$ cat config.mk
export PLATFORM = sky130hd
export DESIGN_NAME = usbh_frame_timer
export DESIGN_NICKNAME = d
export VERILOG_FILES = /design/src/rtl/usbh_ft_pkg.sv /design/src/rtl/usbh_ft_frame_cnt.sv /design/src/rtl/usbh_ft_token_gate.sv /design/src/rtl/usbh_ft_flag.sv /design/src/rtl/usbh_frame_timer.sv
export SDC_FILE = /design/constraint.sdc
export NUM_CORES = 1
export LEC_CHECK = 0
export BUFFER_PORTS_ARGS = -buffer_cell sky130_fd_sc_hd__buf_2
export CORE_ASPECT_RATIO = 0.9
export CORE_UTILIZATION = 47
export CTS_CLUSTER_SIZE = 40
export DETAILED_ROUTE_END_ITERATION = 10
export PLACE_DENSITY = 0.76
export SLEW_MARGIN = 20
export SYNTH_ARGS = -nofsm -noshare
export SYNTH_HDL_FRONTEND = slang
export SYNTH_SLANG_ARGS = --single-unit
$ cat constraint.sdc
create_clock -name clk -period 4.15 [get_ports clk]
set_clock_uncertainty 0.05 [all_clocks]
set_input_delay 0 -clock clk [delete_from_list [all_inputs] [get_ports clk]]
set_output_delay 0 -clock clk [all_outputs]
set_load 0.1 [all_outputs]
$ cat src/rtl/usbh_ft_pkg.sv
package usbh_ft_pkg;
  localparam int FLAG_N = 3;
  typedef enum int {
    FLG_SOF  = 0,
    FLG_TCAN = 1,
    FLG_CMP  = 2
  } flag_idx_e;
endpackage

$ cat src/rtl/usbh_ft_frame_cnt.sv
module usbh_ft_frame_cnt #(
  parameter int TICKS_PER_FRAME = 12000,
  parameter int FRAME_W         = 11,
  parameter int CNT_W           = 14
) (
  input  logic               clk,
  input  logic               rst_n,
  input  logic               bit_tick,
  input  logic               man_sof,
  input  logic [CNT_W-1:0]   eof_time,
  output logic               sof_evt,
  output logic [FRAME_W-1:0] next_frame,
  output logic [FRAME_W-1:0] frame_no,
  output logic               sof_req,
  output logic               eof_active
);
  localparam logic [CNT_W-1:0] LAST = CNT_W'(TICKS_PER_FRAME - 1);
  localparam logic [CNT_W-1:0] FULL = CNT_W'(TICKS_PER_FRAME);

  logic [CNT_W-1:0]   tick_q, tick_d, remaining;
  logic [FRAME_W-1:0] frame_q, frame_d;
  logic               sof_req_q, sof_req_d;

  always_comb begin
    sof_evt    = bit_tick && (tick_q == LAST);
    next_frame = frame_q + FRAME_W'(1);
    tick_d     = tick_q;
    if (bit_tick) begin
      tick_d = sof_evt ? '0 : tick_q + CNT_W'(1);
    end
    frame_d    = sof_evt ? next_frame : frame_q;
    sof_req_d  = sof_evt || man_sof;
    remaining  = FULL - tick_q;
    eof_active = (remaining <= eof_time);
  end

  always_ff @(posedge clk or negedge rst_n) begin
    if (!rst_n) begin
      tick_q    <= '0;
      frame_q   <= '0;
      sof_req_q <= 1'b0;
    end else begin
      tick_q    <= tick_d;
      frame_q   <= frame_d;
      sof_req_q <= sof_req_d;
    end
  end

  assign frame_no = frame_q;
  assign sof_req  = sof_req_q;
endmodule

$ cat src/rtl/usbh_ft_token_gate.sv
module usbh_ft_token_gate (
  input  logic clk,
  input  logic rst_n,
  input  logic tok_req,
  input  logic tok_sof,
  input  logic cancel_mode,
  input  logic pkt_busy,
  input  logic eof_active,
  input  logic sof_evt,
  output logic man_sof,
  output logic tok_cancel,
  output logic tok_grant
);
  logic pend_q, pend_d;
  logic kind_q, kind_d;
  logic grant_q, grant_d;
  logic go;

  always_comb begin
    go         = pend_q && !pkt_busy && !eof_active && !sof_evt;
    tok_cancel = pend_q && sof_evt && cancel_mode;
    man_sof    = go && kind_q;
    grant_d    = go && !kind_q;
    pend_d     = pend_q;
    kind_d     = kind_q;
    if (tok_req) begin
      pend_d = 1'b1;
      kind_d = tok_sof;
    end else if (go || tok_cancel) begin
      pend_d = 1'b0;
    end
  end

  always_ff @(posedge clk or negedge rst_n) begin
    if (!rst_n) begin
      pend_q  <= 1'b0;
      kind_q  <= 1'b0;
      grant_q <= 1'b0;
    end else begin
      pend_q  <= pend_d;
      kind_q  <= kind_d;
      grant_q <= grant_d;
    end
  end

  assign tok_grant = grant_q;
endmodule

$ cat src/rtl/usbh_ft_flag.sv
module usbh_ft_flag (
  input  logic clk,
  input  logic rst_n,
  input  logic set_i,
  input  logic clr_i,
  output logic q
);
  logic q_r, q_d;

  always_comb begin
    q_d = q_r;
    if (set_i)      q_d = 1'b1;
    else if (clr_i) q_d = 1'b0;
  end

  always_ff @(posedge clk or negedge rst_n) begin
    if (!rst_n) q_r <= 1'b0;
    else        q_r <= q_d;
  end

  assign q = q_r;
endmodule

$ cat src/rtl/usbh_frame_timer.sv
module usbh_frame_timer #(
  parameter int TICKS_PER_FRAME = 12000,
  parameter int FRAME_W         = 11,
  parameter int CMP_W           = 4,
  parameter int CNT_W           = $clog2(TICKS_PER_FRAME + 1)
) (
  input  logic               clk,
  input  logic               rst_n,
  input  logic               bit_tick,
  input  logic [CNT_W-1:0]   eof_time,
  input  logic               step_en,
  input  logic [CMP_W-1:0]   cmp_val,
  input  logic               cancel_mode,
  input  logic               sof_ie,
  input  logic               cmp_ie,
  input  logic               tok_req,
  input  logic               tok_sof,
  input  logic               pkt_busy,
  input  logic               pkt_done,
  input  logic               clr_sof,
  input  logic               clr_tcan,
  input  logic               clr_cmp,
  output logic               sof_req,
  output logic [FRAME_W-1:0] frame_no,
  output logic               eof_active,
  output logic               tok_grant,
  output logic               sof_flag,
  output logic               tcan_flag,
  output logic               cmp_flag,
  output logic               irq
);
  import usbh_ft_pkg::*;

  logic               sof_evt, man_sof, tok_cancel, step_hit;
  logic [FRAME_W-1:0] next_frame;
  logic [FLAG_N-1:0]  flag_set, flag_clr, flag_q;

  usbh_ft_frame_cnt #(
    .TICKS_PER_FRAME(TICKS_PER_FRAME),
    .FRAME_W        (FRAME_W),
    .CNT_W          (CNT_W)
  ) u_cnt (
    .clk       (clk),
    .rst_n     (rst_n),
    .bit_tick  (bit_tick),
    .man_sof   (man_sof),
    .eof_time  (eof_time),
    .sof_evt   (sof_evt),
    .next_frame(next_frame),
    .frame_no  (frame_no),
    .sof_req   (sof_req),
    .eof_active(eof_active)
  );

  usbh_ft_token_gate u_gate (
    .clk        (clk),
    .rst_n      (rst_n),
    .tok_req    (tok_req),
    .tok_sof    (tok_sof),
    .cancel_mode(cancel_mode),
    .pkt_busy   (pkt_busy),
    .eof_active (eof_active),
    .sof_evt    (sof_evt),
    .man_sof    (man_sof),
    .tok_cancel (tok_cancel),
    .tok_grant  (tok_grant)
  );

  always_comb begin
    step_hit           = (next_frame[CMP_W-1:0] == cmp_val);
    flag_set           = '0;
    flag_set[FLG_SOF]  = sof_evt && (!step_en || step_hit);
    flag_set[FLG_TCAN] = tok_cancel;
    flag_set[FLG_CMP]  = pkt_done;
    flag_clr           = '0;
    flag_clr[FLG_SOF]  = clr_sof;
    flag_clr[FLG_TCAN] = clr_tcan;
    flag_clr[FLG_CMP]  = clr_cmp;
  end

  for (genvar g = 0; g < FLAG_N; g++) begin : g_flag
    usbh_ft_flag u_flag (
      .clk  (clk),
      .rst_n(rst_n),
      .set_i(flag_set[g]),
      .clr_i(flag_clr[g]),
      .q    (flag_q[g])
    );
  end

  assign sof_flag  = flag_q[FLG_SOF];
  assign tcan_flag = flag_q[FLG_TCAN];
  assign cmp_flag  = flag_q[FLG_CMP];
  assign irq       = (sof_flag && sof_ie) || (cmp_flag && cmp_ie);
endmodule

==> results of run 1 <==
==> cell type report <==
class                   instances  area [sq um]
flip-flops and latches         32           801
inverters                      21          78.8
clock inverters                 1          30.0
clock buffers                   7          96.3
repair buffers                 62           373
well taps                      60          75.1
multi-input cells             164          1180
fillers                       386          1550
==> timing repair <==
| action | 4_1_cts | 5_1_grt |
|---|---|---|
| hold buffers | 12 | 0 |
| gates resized for setup | 0 | 1 |
| setup endpoints to repair | 0 | 1 |
| endpoints found under the hold margin | 41 | 0 |
==> registers in the layout, summed over array words and instances, names as in the netlist <==
name              count
u_cnt.tick_q         14
u_cnt.frame_no       11
g_flag.u_flag.q       3
u_cnt.sof_req         1
u_gate.kind_q         1
u_gate.pend_q         1
u_gate.tok_grant      1
==> worst max path at each step <==
stage | startpoint | end | cells after the start
after floorplan | u_cnt.tick_q[2] | eof_active | 11
after global placement | u_cnt.tick_q[2] | eof_active | 11
after detailed placement | u_cnt.tick_q[2] | eof_active | 11
after CTS | u_cnt.tick_q[2] | eof_active | 11
after global routing | u_cnt.tick_q[2] | eof_active | 11
final | u_cnt.tick_q[2] | eof_active | 11
==> stage by stage <==
stage	power, mW	instances	hold WS, ns	utilization
after global placement	0.623	327	0.0354	0.571
after detailed placement	0.630	327	0.0392	0.571
after floorplan	0.582	226	-0.346	-
final	0.957	347	0.0380	0.630
after CTS	0.965	347	0.0424	0.630
after global routing	1.02	347	0.0607	0.630
==> worst min-delay path: stages <==
cell	delay, ns
buf_2	0.08
a21boi_0	0.08
o22a_1	0.17
==> power groups by stage <==
stage	logic, mW	clock network (mW)	registers (mW)
final	0.244	0.324	0.389
after detailed placement	0.236	0	0.394
after CTS	0.246	0.330	0.388
after floorplan	0.206	0	0.375
after global routing	0.279	0.345	0.396
after global placement	0.232	0	0.391
==> cell families (layout without fill, tap and decap cells) <==
family          Yosys count  in the layout  share of synthesized area
compound gates           30             30                     0.0941
xor+xnor                 38             38                      0.157
fa+ha+maj                17             17                      0.101
buf+inv                  30             91                     0.0621
flops                    32             32                      0.379
mux                       3              3                     0.0148
simple gates             76             76                      0.192
==> placed cells by master, fill, tap and decap left out, drive strengths merged, types with 2 or more instances in the layout <==
cell type,Yosys,layout
buf,6,50
dfrtp,32,32
xnor2,23,23
inv,21,21
ha,17,17
xor2,15,15
nand2,15,15
nor2,14,14
nand3,13,13
dlygate4sd3,0,12
nand4,8,8
o21ai,7,7
clkbuf,3,7
nor3,7,7
and3,5,5
a21oi,5,5
nor4,3,3
a21o,3,3
a211oi,3,3
a21boi,3,3
nand3b,2,2
mux2i,2,2
or3,2,2
==> layer usage <==
metal / vias to the layer above / GRT usage / wire length, um
met2: 34 / 0.339 / 1910
li1: 899 / - / -
met3: 7 / 0.0460 / 149
met4: 0 / 0.0662 / 54
met1: 816 / 0.259 / 1960
met5: - / 0 / 0
==> out/metrics.cfg, run 1 <==
[sta]
final-setup-viol-count=0
fin_crit_sh=0.913
setup_slack_ns=0.361
fmax_mhz=264
tightest_slew_ns=0.720
maxSlewHeadroom=0.519
finalHoldViolCount=0
setup_tns_ns=0
finalMaxSlewViolations=0
min_period_ns=3.79
rsz0062_at_grt=no

[synth]
synthFlopType=dfrtp_1
async_reset_ff_frac=1.00
synth_common_cells=dfrtp_1, xnor2_1, inv_1
synth.most_common_cell=dfrtp_1
postSynthCellCount=226
synth_top_area_frac=0.379
ys_types=44
synth.avg_cell_area_sq_um=9.36
synth_area_leaders=dfrtp_1, ha_1, xnor2_1
seq_area_frac_synth=0.379
syn-num-nets=275
synth_area_sq_um=2110
ys_warn_count=0
synth_edf_count=0
ys_seq_elements=32
yosys.area.top_type=dfrtp_1

[setup_path]
crit_chain=nor3_1, nor3b_1, o21bai_1, xnor2_1, ha_1, a21o_1, a21oi_1, o211ai_1, a2111oi_1, a211o_1, buf_2
r2r_start=u_cnt.tick_q[2]
cp-end-kind=output pin
cpMaxStageDelayCell=a2111oi_1
cp_max_fo=7
critPathRequiredTime_ns=4.10
worst-path-buf-inv=1
r2r_slack_ns=0.91
crit_type=register to output pin
start_kind=register
max_stage_delay_ns=0.65
timing.rr.end=u_cnt.sof_req
r2r_cells=10
arrival_ns=3.74
path_delay_family=compound AO/OA/AOI/OAI gates

[die]
fp.dieW_um=72.7
io_pins=50
rows=22
initial_core_util=0.505
die_y_um=65.6
die_area_sq_um=4770
core_sq_um=4180

[cts]
clock_sinks=32
numCtsBuffers=5
cts_tree=built
cts_root_buffer=clkbuf_8
htreeDepth=2
cts_setup_buffers=0
clk_path_buf_depth=2
clk_latency_ns=0.28
clkTransAtPathRegs_ns=0.07

[placement]
preCtsSetupSlack_ns=0.508
post_dp_cell_area_sq_um=2390
io_buffers=49
gp_congestion=0.824
hpwlAfterDp_mm=3.03

[run_status]
outcome=completed

[power]
switchingPower_mw=0.295
p_leak_nw=1.32
switching_share=0.308
power_density_nw_per_um2=363
p_int_mw=0.662
seqPwrFrac=0.407
clock_power_share=0.339
ir_worst_vdd_uv=300
p_comb_frac=0.255

[cells_and_area]
insertedDiodeCount=0
fin_nets=335
drive_gt1_frac=0.216
area_delta_synth_final_pct=24.7
final_area_sq_um=2640

[min_path]
hold_depth=3
hold-path-endpoint=u_gate.pend_q
min_path_type=input port to register
hp-start=cancel_mode

[detailed_routing]
via_per_inst=5.06
vias=1756
drt-initial-drc-count=70
drtAntennaViolNets=0
routed_wl_mm=4.07
drc=0
first_pass_iters=4
wl_per_cell_um=11.7

[global_route]
grt_pass1_wl_mm=7.39
grt_start_max_net_pins=33
grt_usage=0.203
antenna_found_initial=0
grt_pass1_vias=1694
grt_overflow_total=0

[job]
cap_violations=0

No activity file was read; power rests on OpenSTA's default activity.
==> inputs of run 2 (changes only) <==
HOLD_SLACK_MARGIN = 0.1   (was default)
PLACE_DENSITY = 0.71   (was 0.76)
SYNTH_HIERARCHICAL = 1   (was default)
==> out/metrics.cfg, run 2 <==
[cells_and_area]
regMostFlops=u_cnt/tick_q
final_cell_mix=buf_2, xnor2_1, dfrtp_1, inv_1, ha_1
final_area_sq_um=2700  ; +2.2%
fin_nets=346  ; +3.3%
drive_gt1_frac=0.238  ; +0.0222
insertedDiodeCount=0  ; unchanged
largest_reg_flops=14  ; unchanged
area_delta_synth_final_pct=21.8
fin_cells=360  ; +3.7%
layout.cells.most_common=buf_2

[placement]
io_buffers=49  ; unchanged
post_dp_cell_area_sq_um=2480  ; +3.9%
gp_congestion=0.838  ; +1.6%
hpwlAfterDp_mm=3.29  ; +8.6%
placed_cells=340  ; +4.0%
preCtsSetupSlack_ns=1.09  ; +0.580 ns

[detailed_routing]
drt-initial-drc-count=99  ; +41%
vias=1831  ; +4.3%
wl_per_cell_um=12.6  ; +7.0%
routed_wl_mm=4.52  ; +11%
first_pass_iters=4  ; unchanged
drtAntennaViolNets=0  ; unchanged
drc=0  ; unchanged
via_per_inst=5.09  ; +0.51%

[setup_path]
worstSetupEndpoint=u_gate/pend_q
r2r_slack_ns=0.48  ; -0.43 ns
worst-path-stages=11  ; unchanged
worst-path-buf-inv=1  ; unchanged
crit_type=register to register
timing.rr.end=u_gate/pend_q
r2r_cells=11  ; +1
critPathRequiredTime_ns=4.26  ; +0.16 ns
cpMaxStageDelayCell=or4_4
start_kind=register
crit_start=u_cnt/tick_q[2]
arrival_ns=3.78  ; +0.04 ns
cp-end-kind=register
cp_max_fo=8  ; +1
r2r_start=u_cnt/tick_q[2]
max_stage_delay_ns=0.56  ; -0.09 ns
crit_chain=or4_4, o21bai_2, nand2_1, xnor2_1, ha_1, nand4_1, a311oi_1, o31ai_2, or3_1, a31o_1, dlygate4sd3_1
path_delay_family=simple AND/OR/NAND/NOR gates

[sta]
rsz0062_at_grt=no
tightest_slew_ns=0.692  ; -0.0279 ns
min_period_ns=3.67  ; -0.124 ns
setup_tns_ns=0  ; unchanged
finalHoldViolCount=0  ; unchanged
finalMaxSlewViolations=0  ; unchanged
setup_slack_ns=0.484  ; +0.124 ns
fmax_mhz=273  ; +3.4%
maxSlewHeadroom=0.539  ; +0.0198
final-setup-viol-count=0  ; unchanged
fin_crit_sh=0.883  ; -0.0298

[cts]
clk_path_buf_depth=2  ; unchanged
clock_sinks=32  ; unchanged
numCtsBuffers=5  ; unchanged
cts_tree=built
clkTransAtPathRegs_ns=0.07  ; about the same
cts_root_buffer=clkbuf_8
clk_latency_ns=0.28  ; about the same
htreeDepth=2  ; unchanged

[global_route]
grt_pass1_wl_mm=7.84  ; +6.1%
grt_overflow_total=0  ; unchanged
antenna_found_initial=0  ; unchanged
grt_busiest_layer=met2
met3_usage=0.0454  ; -0.000626
met1_usage=0.267  ; +0.00794
grt_pass1_vias=1784  ; +5.3%
grt_usage=0.209  ; +0.00595
grt_start_max_net_pins=33  ; unchanged
use_met2=0.348  ; +0.00894

[min_path]
min_path_type=input port to async pin

[die]
io_pins=50  ; unchanged
rows=23  ; +4.5%
die_area_sq_um=4990  ; +4.5%
die_y_um=67.1  ; +2.2%
core_sq_um=4490  ; +7.3%
fp.dieW_um=74.3  ; +2.2%
initial_core_util=0.493  ; -0.0124

[power]
ir_worst_vdd_uv=231  ; -23%
p_leak_nw=1.29  ; -2.6%
power_density_nw_per_um2=338  ; -6.8%

[synth]
synth.avg_cell_area_sq_um=9.34  ; -0.18%
postSynthCellCount=237  ; +4.9%
syn-num-nets=286  ; +4.0%
ys_warn_count=6  ; +6
synth_area_sq_um=2210  ; +4.7%

[run_status]
outcome=completed

[job]
cap_violations=0  ; unchanged

## run 2: worst min-delay path by stage
stage | start | end | slack, ns | cells after the start
6_report | rst_n | g_flag[0].u_flag/q | 0.25 | 2
5_1_grt | rst_n | u_cnt/tick_q[6] | 0.31 | 2
4_1_cts | eof_time[0] | u_gate/tok_grant | 0.24 | 5
3_5_place_dp | rst_n | g_flag[2].u_flag/q | 0.04 | 1
3_3_place_gp | rst_n | g_flag[1].u_flag/q | 0.04 | 1
2_1_floorplan | rst_n | g_flag[0].u_flag/q | -0.35 | 0
## run 2: what timing repair did
action                    4_1_cts  5_1_grt
resized for setup               0        0
hold buffers                   12        0
hold endpoints to repair       42        0
setup buffers                   0        0
## run 2: cell type report
type	instances	area [sq um]
fill	409	1790
multi-input combinational	172	1260
sequential	32	801
timing repair buffer	62	373
inverter	24	90.1
clock buffer	6	82.6
tap	62	77.6
clock inverter	2	10.0
## run 2: power breakdown
part	internal (mW)	switching (mW)	total (mW)
combinational	0.123	0.147	0.269
sequential	0.339	0.0604	0.400
clock	0.132	0.111	0.243
## run 2: layer usage
metal	vias up	share of wire
met5	-	0
met4	0	0.012
met3	8	0.029
met2	25	0.49
met1	867	0.47
li1	931	-
## run 2: per-stage QoR
step                      utilization  hold slack, ns  total power, mW
after detailed placement        0.553          0.0423            0.667
final                           0.601           0.245            0.912
after global placement          0.553          0.0400            0.660
after CTS                       0.601           0.244            0.923
after floorplan                     -          -0.346            0.619
after global routing            0.601           0.305            0.983
